<file path="config.mk">
export PLATFORM = sky130hd
export DESIGN_NAME = pwm4_timer
export DESIGN_NICKNAME = d
export VERILOG_FILES = /design/src/rtl/pwm4_pkg.sv /design/src/rtl/pwm4_counter.sv /design/src/rtl/pwm4_chan.sv /design/src/rtl/pwm4_timer.sv
export SDC_FILE = /design/constraint.sdc
export NUM_CORES = 1
export LEC_CHECK = 0
export ABC_AREA = 1
export CORE_MARGIN = 4
export CORE_UTILIZATION = 33
export CTS_CLUSTER_SIZE = 12
export DETAILED_ROUTE_END_ITERATION = 10
export PLACE_DENSITY_LB_ADDON = 0.12
export SLEW_MARGIN = 20
export SYNTH_ARGS = -nofsm -noshare
export SYNTH_HDL_FRONTEND = slang
export SYNTH_SLANG_ARGS = --single-unit
</file>
<file path="constraint.sdc">
create_clock -name clk -period 3.1 [get_ports clk]
set_input_delay 0.62 -clock clk [delete_from_list [all_inputs] [get_ports clk]]
set_output_delay 0.62 -clock clk [all_outputs]
set_load 0.005 [all_outputs]
</file>
<file path="src/rtl/pwm4_pkg.sv">
// pwm4_pkg: register addresses and configuration field positions shared by
// the PWM timer and its sub-blocks. Assumes a 32-bit configuration word.
package pwm4_pkg;
    localparam int unsigned ADR_CFG    = 'h00;
    localparam int unsigned ADR_CNT    = 'h08;
    localparam int unsigned ADR_SCALED = 'h10;
    localparam int unsigned ADR_CMP0   = 'h20;
    localparam int unsigned ADR_STRIDE = 4;

    localparam int unsigned B_ZERO_ON_CMP = 9;
    localparam int unsigned B_FREE_RUN    = 12;
    localparam int unsigned B_ONE_SHOT    = 13;
    localparam int unsigned IP_LSB        = 28;
endpackage

</file>
<file path="src/rtl/pwm4_counter.sv">
// pwm4_counter: the shared free-running counter.
// Assumes at most one of ld_raw / ld_scaled is high in any cycle.
// Priority: software load, then zero-on-compare, then increment.
module pwm4_counter #(
    parameter int CNT_W = 31,
    parameter int CMP_W = 16,
    parameter int SCL_W = 4
) (
    input  logic             clk,
    input  logic             rst_n,
    input  logic             run,
    input  logic             ld_raw,
    input  logic             ld_scaled,
    input  logic             zero_req,
    input  logic [CNT_W-1:0] wdata,
    input  logic [SCL_W-1:0] scale,
    output logic [CNT_W-1:0] cnt_q,
    output logic             wrap
);
    localparam logic [CNT_W-1:0] CNT_MAX = {CNT_W{1'b1}};

    logic [CNT_W-1:0] sval;

    // Scaled-load value: 16-bit window shifted into counter position.
    always_comb sval = CNT_W'({{(CNT_W-CMP_W){1'b0}}, wdata[CMP_W-1:0]}) << scale;

    // Carry-out: running counter at its top value.
    always_comb wrap = run && (cnt_q == CNT_MAX);

    // Counter register update.
    always_ff @(posedge clk) begin
        if (!rst_n)          cnt_q <= '0;
        else if (ld_raw)     cnt_q <= wdata;
        else if (ld_scaled)  cnt_q <= sval;
        else if (zero_req)   cnt_q <= '0;
        else if (run)        cnt_q <= cnt_q + 1'b1;
    end

    p_inc_r2: assert property (@(posedge clk) disable iff (!rst_n)
        (run && !ld_raw && !ld_scaled && !zero_req && !wrap) |=> cnt_q == CNT_W'($past(cnt_q) + 1'b1));
    p_hold_r2: assert property (@(posedge clk) disable iff (!rst_n)
        (!run && !ld_raw && !ld_scaled && !zero_req) |=> $stable(cnt_q));
    p_wrap_r3: assert property (@(posedge clk) disable iff (!rst_n)
        (wrap && !ld_raw && !ld_scaled) |=> cnt_q == '0);
    p_zero_r7: assert property (@(posedge clk) disable iff (!rst_n)
        (zero_req && !ld_raw && !ld_scaled) |=> cnt_q == '0);
    p_load_r9: assert property (@(posedge clk) disable iff (!rst_n)
        ld_raw |=> cnt_q == $past(wdata));
    p_sload_r10: assert property (@(posedge clk) disable iff (!rst_n)
        ld_scaled |=> cnt_q == $past(sval));
endmodule

</file>
<file path="src/rtl/pwm4_chan.sv">
// pwm4_chan: one compare channel. Compares the scaled counter view with its
// compare value and keeps the pending flag. A match overrides a software
// write in the same cycle.
module pwm4_chan #(
    parameter int CMP_W = 16
) (
    input  logic             clk,
    input  logic             rst_n,
    input  logic [CMP_W-1:0] scaled,
    input  logic [CMP_W-1:0] cmp,
    input  logic             sw_wr,
    input  logic             sw_ip,
    output logic             match,
    output logic             ip_q
);
    // Threshold compare on the scaled window.
    always_comb match = (scaled >= cmp);

    // Pending flag: set by match, else written by software, else held.
    always_ff @(posedge clk) begin
        if (!rst_n)     ip_q <= 1'b0;
        else if (match) ip_q <= 1'b1;
        else if (sw_wr) ip_q <= sw_ip;
    end

    p_match_sets_r5: assert property (@(posedge clk) disable iff (!rst_n)
        match |=> ip_q);
    p_sticky_r6: assert property (@(posedge clk) disable iff (!rst_n)
        (ip_q && !sw_wr) |=> ip_q);
    p_sw_clear_r11: assert property (@(posedge clk) disable iff (!rst_n)
        (sw_wr && !sw_ip && !match) |=> !ip_q);
endmodule

</file>
<file path="src/rtl/pwm4_timer.sv">
// pwm4_timer: four-channel scaled-compare timer with a 32-bit register bus.
// Assumes NCH == 4 so the pending bits fill configuration bits 31:28.
// Reads are combinational; writes take effect at the next clock.
module pwm4_timer
    import pwm4_pkg::*;
#(
    parameter int NCH    = 4,
    parameter int CNT_W  = 31,
    parameter int CMP_W  = 16,
    parameter int SCL_W  = 4,
    parameter int ADDR_W = 8
) (
    input  logic              clk,
    input  logic              rst_n,
    input  logic [ADDR_W-1:0] addr,
    input  logic              wr_en,
    input  logic [31:0]       wr_data,
    output logic [31:0]       rd_data,
    output logic [NCH-1:0]    irq
);
    localparam int CFG_LO_W = IP_LSB;

    logic [CFG_LO_W-1:0]        cfg_q;
    logic [NCH-1:0][CMP_W-1:0]  cmp_q;
    logic [NCH-1:0]             ip_q;
    logic [NCH-1:0]             match;
    logic [NCH-1:0]             sel_cmp;
    logic [CNT_W-1:0]           cnt_q;
    logic [CMP_W-1:0]           scaled;
    logic [SCL_W-1:0]           scale;
    logic sel_cfg, sel_cnt, sel_scl, mapped;
    logic run, zero_req, wrap;

    // Address decode.
    always_comb begin
        sel_cfg = (addr == ADDR_W'(ADR_CFG));
        sel_cnt = (addr == ADDR_W'(ADR_CNT));
        sel_scl = (addr == ADDR_W'(ADR_SCALED));
        for (int i = 0; i < NCH; i++)
            sel_cmp[i] = (addr == ADDR_W'(ADR_CMP0 + ADR_STRIDE * i));
        mapped = sel_cfg | sel_cnt | sel_scl | (|sel_cmp);
    end

    // Control decoded from configuration.
    always_comb begin
        scale    = cfg_q[SCL_W-1:0];
        run      = cfg_q[B_FREE_RUN] | cfg_q[B_ONE_SHOT];
        scaled   = CMP_W'(cnt_q >> scale);
        zero_req = cfg_q[B_ZERO_ON_CMP] & match[0];
    end

    // Configuration register; hardware clear of one-shot wins over a write.
    always_ff @(posedge clk) begin
        if (!rst_n) begin
            cfg_q <= '0;
        end else begin
            if (wr_en && sel_cfg) cfg_q <= wr_data[CFG_LO_W-1:0];
            if (zero_req || wrap) cfg_q[B_ONE_SHOT] <= 1'b0;
        end
    end

    pwm4_counter #(.CNT_W(CNT_W), .CMP_W(CMP_W), .SCL_W(SCL_W)) u_cnt (
        .clk       (clk),
        .rst_n     (rst_n),
        .run       (run),
        .ld_raw    (wr_en && sel_cnt),
        .ld_scaled (wr_en && sel_scl),
        .zero_req  (zero_req),
        .wdata     (wr_data[CNT_W-1:0]),
        .scale     (scale),
        .cnt_q     (cnt_q),
        .wrap      (wrap)
    );

    for (genvar g = 0; g < NCH; g++) begin : g_ch
        // Compare register for this channel.
        always_ff @(posedge clk) begin
            if (!rst_n)                 cmp_q[g] <= '0;
            else if (wr_en && sel_cmp[g]) cmp_q[g] <= wr_data[CMP_W-1:0];
        end

        pwm4_chan #(.CMP_W(CMP_W)) u_ch (
            .clk    (clk),
            .rst_n  (rst_n),
            .scaled (scaled),
            .cmp    (cmp_q[g]),
            .sw_wr  (wr_en && sel_cfg),
            .sw_ip  (wr_data[IP_LSB+g]),
            .match  (match[g]),
            .ip_q   (ip_q[g])
        );
    end

    assign irq = ip_q;

    // Read multiplexer; unmapped addresses return zero.
    always_comb begin
        rd_data = '0;
        if (sel_cfg) rd_data = {ip_q, cfg_q};
        if (sel_cnt) rd_data = 32'(cnt_q);
        if (sel_scl) rd_data = 32'(scaled);
        for (int i = 0; i < NCH; i++)
            if (sel_cmp[i]) rd_data = 32'(cmp_q[i]);
    end

    p_reset_r1: assert property (@(posedge clk)
        !rst_n |=> (cfg_q == '0 && cmp_q == '0 && irq == '0 && cnt_q == '0));
    p_wrap_oneshot_r8: assert property (@(posedge clk) disable iff (!rst_n)
        wrap |=> !cfg_q[B_ONE_SHOT]);
    p_zero_oneshot_r7: assert property (@(posedge clk) disable iff (!rst_n)
        zero_req |=> !cfg_q[B_ONE_SHOT]);
    p_unmapped_r12: assert property (@(posedge clk) disable iff (!rst_n)
        (wr_en && !mapped && !zero_req && !wrap) |=> ($stable(cfg_q) && $stable(cmp_q)));
endmodule

</file>
==> metrics.md <==
| Metric | Value |
|---|---|
| Status | completed |
| WP data required | between 3 and 4 ns |
| WHS Path Cells | 2 |
| Dominant synthesized flop cell | dfxtp_1 |
| Routability congestion estimate | slightly below 1 |
| Yosys reg bits | 127 |
| Reg2Reg Capture Point | u_cnt.cnt_q[11] |
| PwrDens | around 270 nW/µm² |
| First-pass GRT wire length | 72,000 µm |
| Slowest stage cell, crit path | dfxtp_4 |
| Hold_buf cts | 0 |
| CTS sink count | roughly 130 |
| DR iter-0 viols | roughly 1,000 |
| RSZ-0062 raised after global routing | yes |
| Total Routed Length | about 47,000 µm |
| Setup violators final | 0 |
| Rel. slew slack | 0.384 |
| Setup_tns | 0 ns |
| Largest net degree at the start of global routing | slightly above 70 |
| Initial antenna violation count | 0 |
| Syn_area_per_cell | 5.98 µm² |
| Final nets | between 2,000 and 2,500 |
| Unique cell type count in the Yosys netlist | 44 |
| Switching power total | roughly 1.2 mW |
| Synth-to-layout area growth | 44.5% |
| Critical path, cell by cell | buf_6 -> buf_6 -> o21ai_4 -> nand2_2 -> nand2_2 -> buf_6 -> nand2_2 -> o211ai_1 -> and2_4 -> ha_4 -> buf_4 -> nand2_2 -> o21a_1 -> nand2_2 -> nand2_2 -> nand2_2 -> nand2_4 -> buf_12 -> nand3_4 -> buf_12 -> buf_12 -> a21oi_4 |
| DRC Markers | 0 |
| Ant. Diodes | 0 |
| Max-Cap Viols | 0 |
| Core area | approximately 32,000 µm² |
| Row cnt | 65 |
| Setup crit start kind | register |
| Hold Startpoint | cmp_q[37] |
| All-Layer GR Usage | 0.262 |
| Setup Skew | approximately 0.012 ns |
| Ys async rst share | 0 |
| Sequential power share | 0.396 |
| Crit path arrival time | around 3.5 ns |
| Syn_nets | approximately 1,900 |
| Gate Count Post-Synth | between 1,500 and 2,000 |
| Final hold viol count | 0 |
| Starting Density | 0.335 |
| Actual slew at the worst max-slew pin | approximately 0.92 ns |
| Via count | between 10,000 and 15,000 |
| CTS buffer count | 17 |
| R2R setup slack | approximately 0.014 ns |
| CTS clk-pin slew, worst paths | about 0.070 ns |
| Leak | ~7 nW |
| Max rail drop VDD | roughly 0.00037 V |
| Clk root buf | clkbuf_16 |
| Crit path largest cell delay | between 0.3 and 0.4 ns |
| I/O pin cnt | between 70 and 80 |
| Final Power | ~4.2 mW |
| Post-Synthesis Cell Area | 10,600 µm² |
| Number of synthesized flops with an enable pin | 0 |
| Critical path class | reg2reg |
| CP endpoint kind | register |
| Slew Limit Fails | 0 |
| Top-area cell type share of the netlist area | 0.241 |
| Die Span X | 187 µm |
| Area contributors post-synth | dfxtp_1 (24%), nand2_1 (18%), o21ai_0 (9.0%), ha_1 (7.7%), a21oi_1 (7.3%) |
| Combinational power share | 0.120 |
| DR WL/cell | roughly 20 µm |
| CP Max Fanout | 7 |
| Synth area leader | dfxtp_1 |
| Most common library cell in the layout ignoring fill and taps | nand2_1 |
| Final Cycle Share | 0.995 |
| Height of the chip | 187 µm |
| Sequential area share after synthesis | 0.241 |
| Vias/cell | ~5.3 |
| Die ar. | roughly 35,000 µm² |
| Max Freq | about 320 MHz |
| Hold Crit Endpoint | cmp_q[37] |
| Final core occ | 0.484 |
| H-tree level count | 4 |
| Clock tree buffer depth | 2 |
| Layout cells sized above 1 | 0.258 |
| Register-to-Register Path Depth | 22 |
| Commonest cells after routing, fill and taps aside | nand2_1 (446), buf_4 (185), inv_1 (163) |
| CP most frequent cell | nand2_2 |
| Syn. warnings | 0 |
| Number of global-route vias before repair | 12,350 |
| Reg2reg start | cfg_q[0] |
| Sw frac | 0.285 |
| Final min period | 3.09 ns |
| Clock Latency Late Sink | 0.45 ns |
| Port Buffers | between 70 and 80 |
| Internal Pwr Total | between 2 and 3 mW |
| Detail Route Antenna Nets | 0 |
| CTS tree | built |
| Clk pwr share | 0.484 |
| HP Class | reg2reg |
| TritonRoute pass-1 iters | 5 |
| HPWL after DPL | roughly 35,000 µm |
| Overflow after GRT | 0 |
worst max-delay path: cells and delay by family (launching register included):
family / cells / cell delay [ns]
AOI/OAI and AO/OA: 4 / 0.55
adders and majority gates: 1 / 0.20
buffers and inverters: 7 / 0.95
DFF: 1 / 0.37
and+or+nand+nor: 10 / 0.93
metrics by stage:
stage               area, µm²  setup WS, ns  instances  hold slack [ns]
floorplan               10600         0.310       1765            0.445
global placement        12900        -0.358       2334            0.462
detailed placement      12900        -0.370       2334            0.468
finish                  15300        0.0141       2424            0.480
global route            15300       -0.0900       2424            0.502
CTS                     14500        -0.112       2412            0.481
final cells by class:
cell class	instances	area, µm²
well taps	402	503
repair buffers	328	3150
fillers	3284	16300
clock inverters	13	128
multi-input cells	1353	7780
inverters	182	698
flip-flops and latches	127	2550
clock buffers	19	443
routing by layer:
layer	GRT usage	vias to the layer above	routed length (µm)
li1	-	6305	-
met3	0.0375	93	2650
met4	0.0981	0	1790
met5	0	-	0
met1	0.353	6024	21300
met2	0.426	467	21600
synthesized netlist by cell type, types with 3 or more instances:
master / n
ha_1: 65
clkbuf_1: 49
nand4_1: 43
nor2_4: 5
nor3_1: 6
or2_2: 3
nand2_2: 4
buf_4: 6
a21o_1: 3
buf_6: 5
and2_1: 7
xor2_1: 22
buf_2: 34
inv_2: 7
clkinv_1: 3
nor2_2: 6
nand3_2: 3
o22ai_1: 11
or2_0: 8
o21ai_0: 189
nand2_1: 519
a22oi_1: 9
dfxtp_1: 127
nor2_1: 153
o2111ai_1: 4
a21oi_1: 154
o21ai_1: 5
nor4_1: 3
buf_1: 9
a211oi_1: 16
inv_1: 172
nand3_1: 91
o211ai_1: 6
kinds of logic (layout without fill, tap and decap cells):
logic type,after synthesis,after routing,share of synthesized area
compound gates,407,407,0.206
xor+xnor,22,22,0.0182
fa+ha+maj,65,65,0.0770
buf+inv,285,542,0.111
flops,127,127,0.241
mux,2,2,0.00190
simple gates,857,857,0.345
flip-flops by register name, indices dropped and copies added, names as in the netlist:
register and cells:
u_cnt.cnt_q 31, cfg_q 28, cmp_q 64, g_ch.u_ch.ip_q 4
power groups by stage:
stage | clock network [mW] | logic, mW | registers [mW]
finish | 2.03 | 0.503 | 1.66
global route | 2.12 | 0.548 | 1.66
CTS | 2.06 | 0.470 | 1.66
detailed placement | 0 | 0.442 | 1.69
global placement | 0 | 0.442 | 1.69
floorplan | 0 | 0.209 | 1.69
worst max-delay path by stage:
stage	start	end	slack, ns
after floorplan	cfg_q[3]	cfg_q[13]	0.31
after global routing	cfg_q[0]	u_cnt.cnt_q[11]	-0.09
after global placement	addr[1]	rd_data[1]	-0.36
after CTS	cfg_q[0]	rd_data[4]	-0.11
final	cfg_q[0]	u_cnt.cnt_q[11]	0.01
after detailed placement	addr[1]	rd_data[1]	-0.37
repair_timing:
action | CTS | global route
pin swaps | 45 | 81
endpoints found under the setup margin | 67 | 61
buffers inserted | 46 | 13
resized for setup | 224 | 202
gates cloned | 5 | 4
No activity file was read; power rests on OpenSTA's default activity.
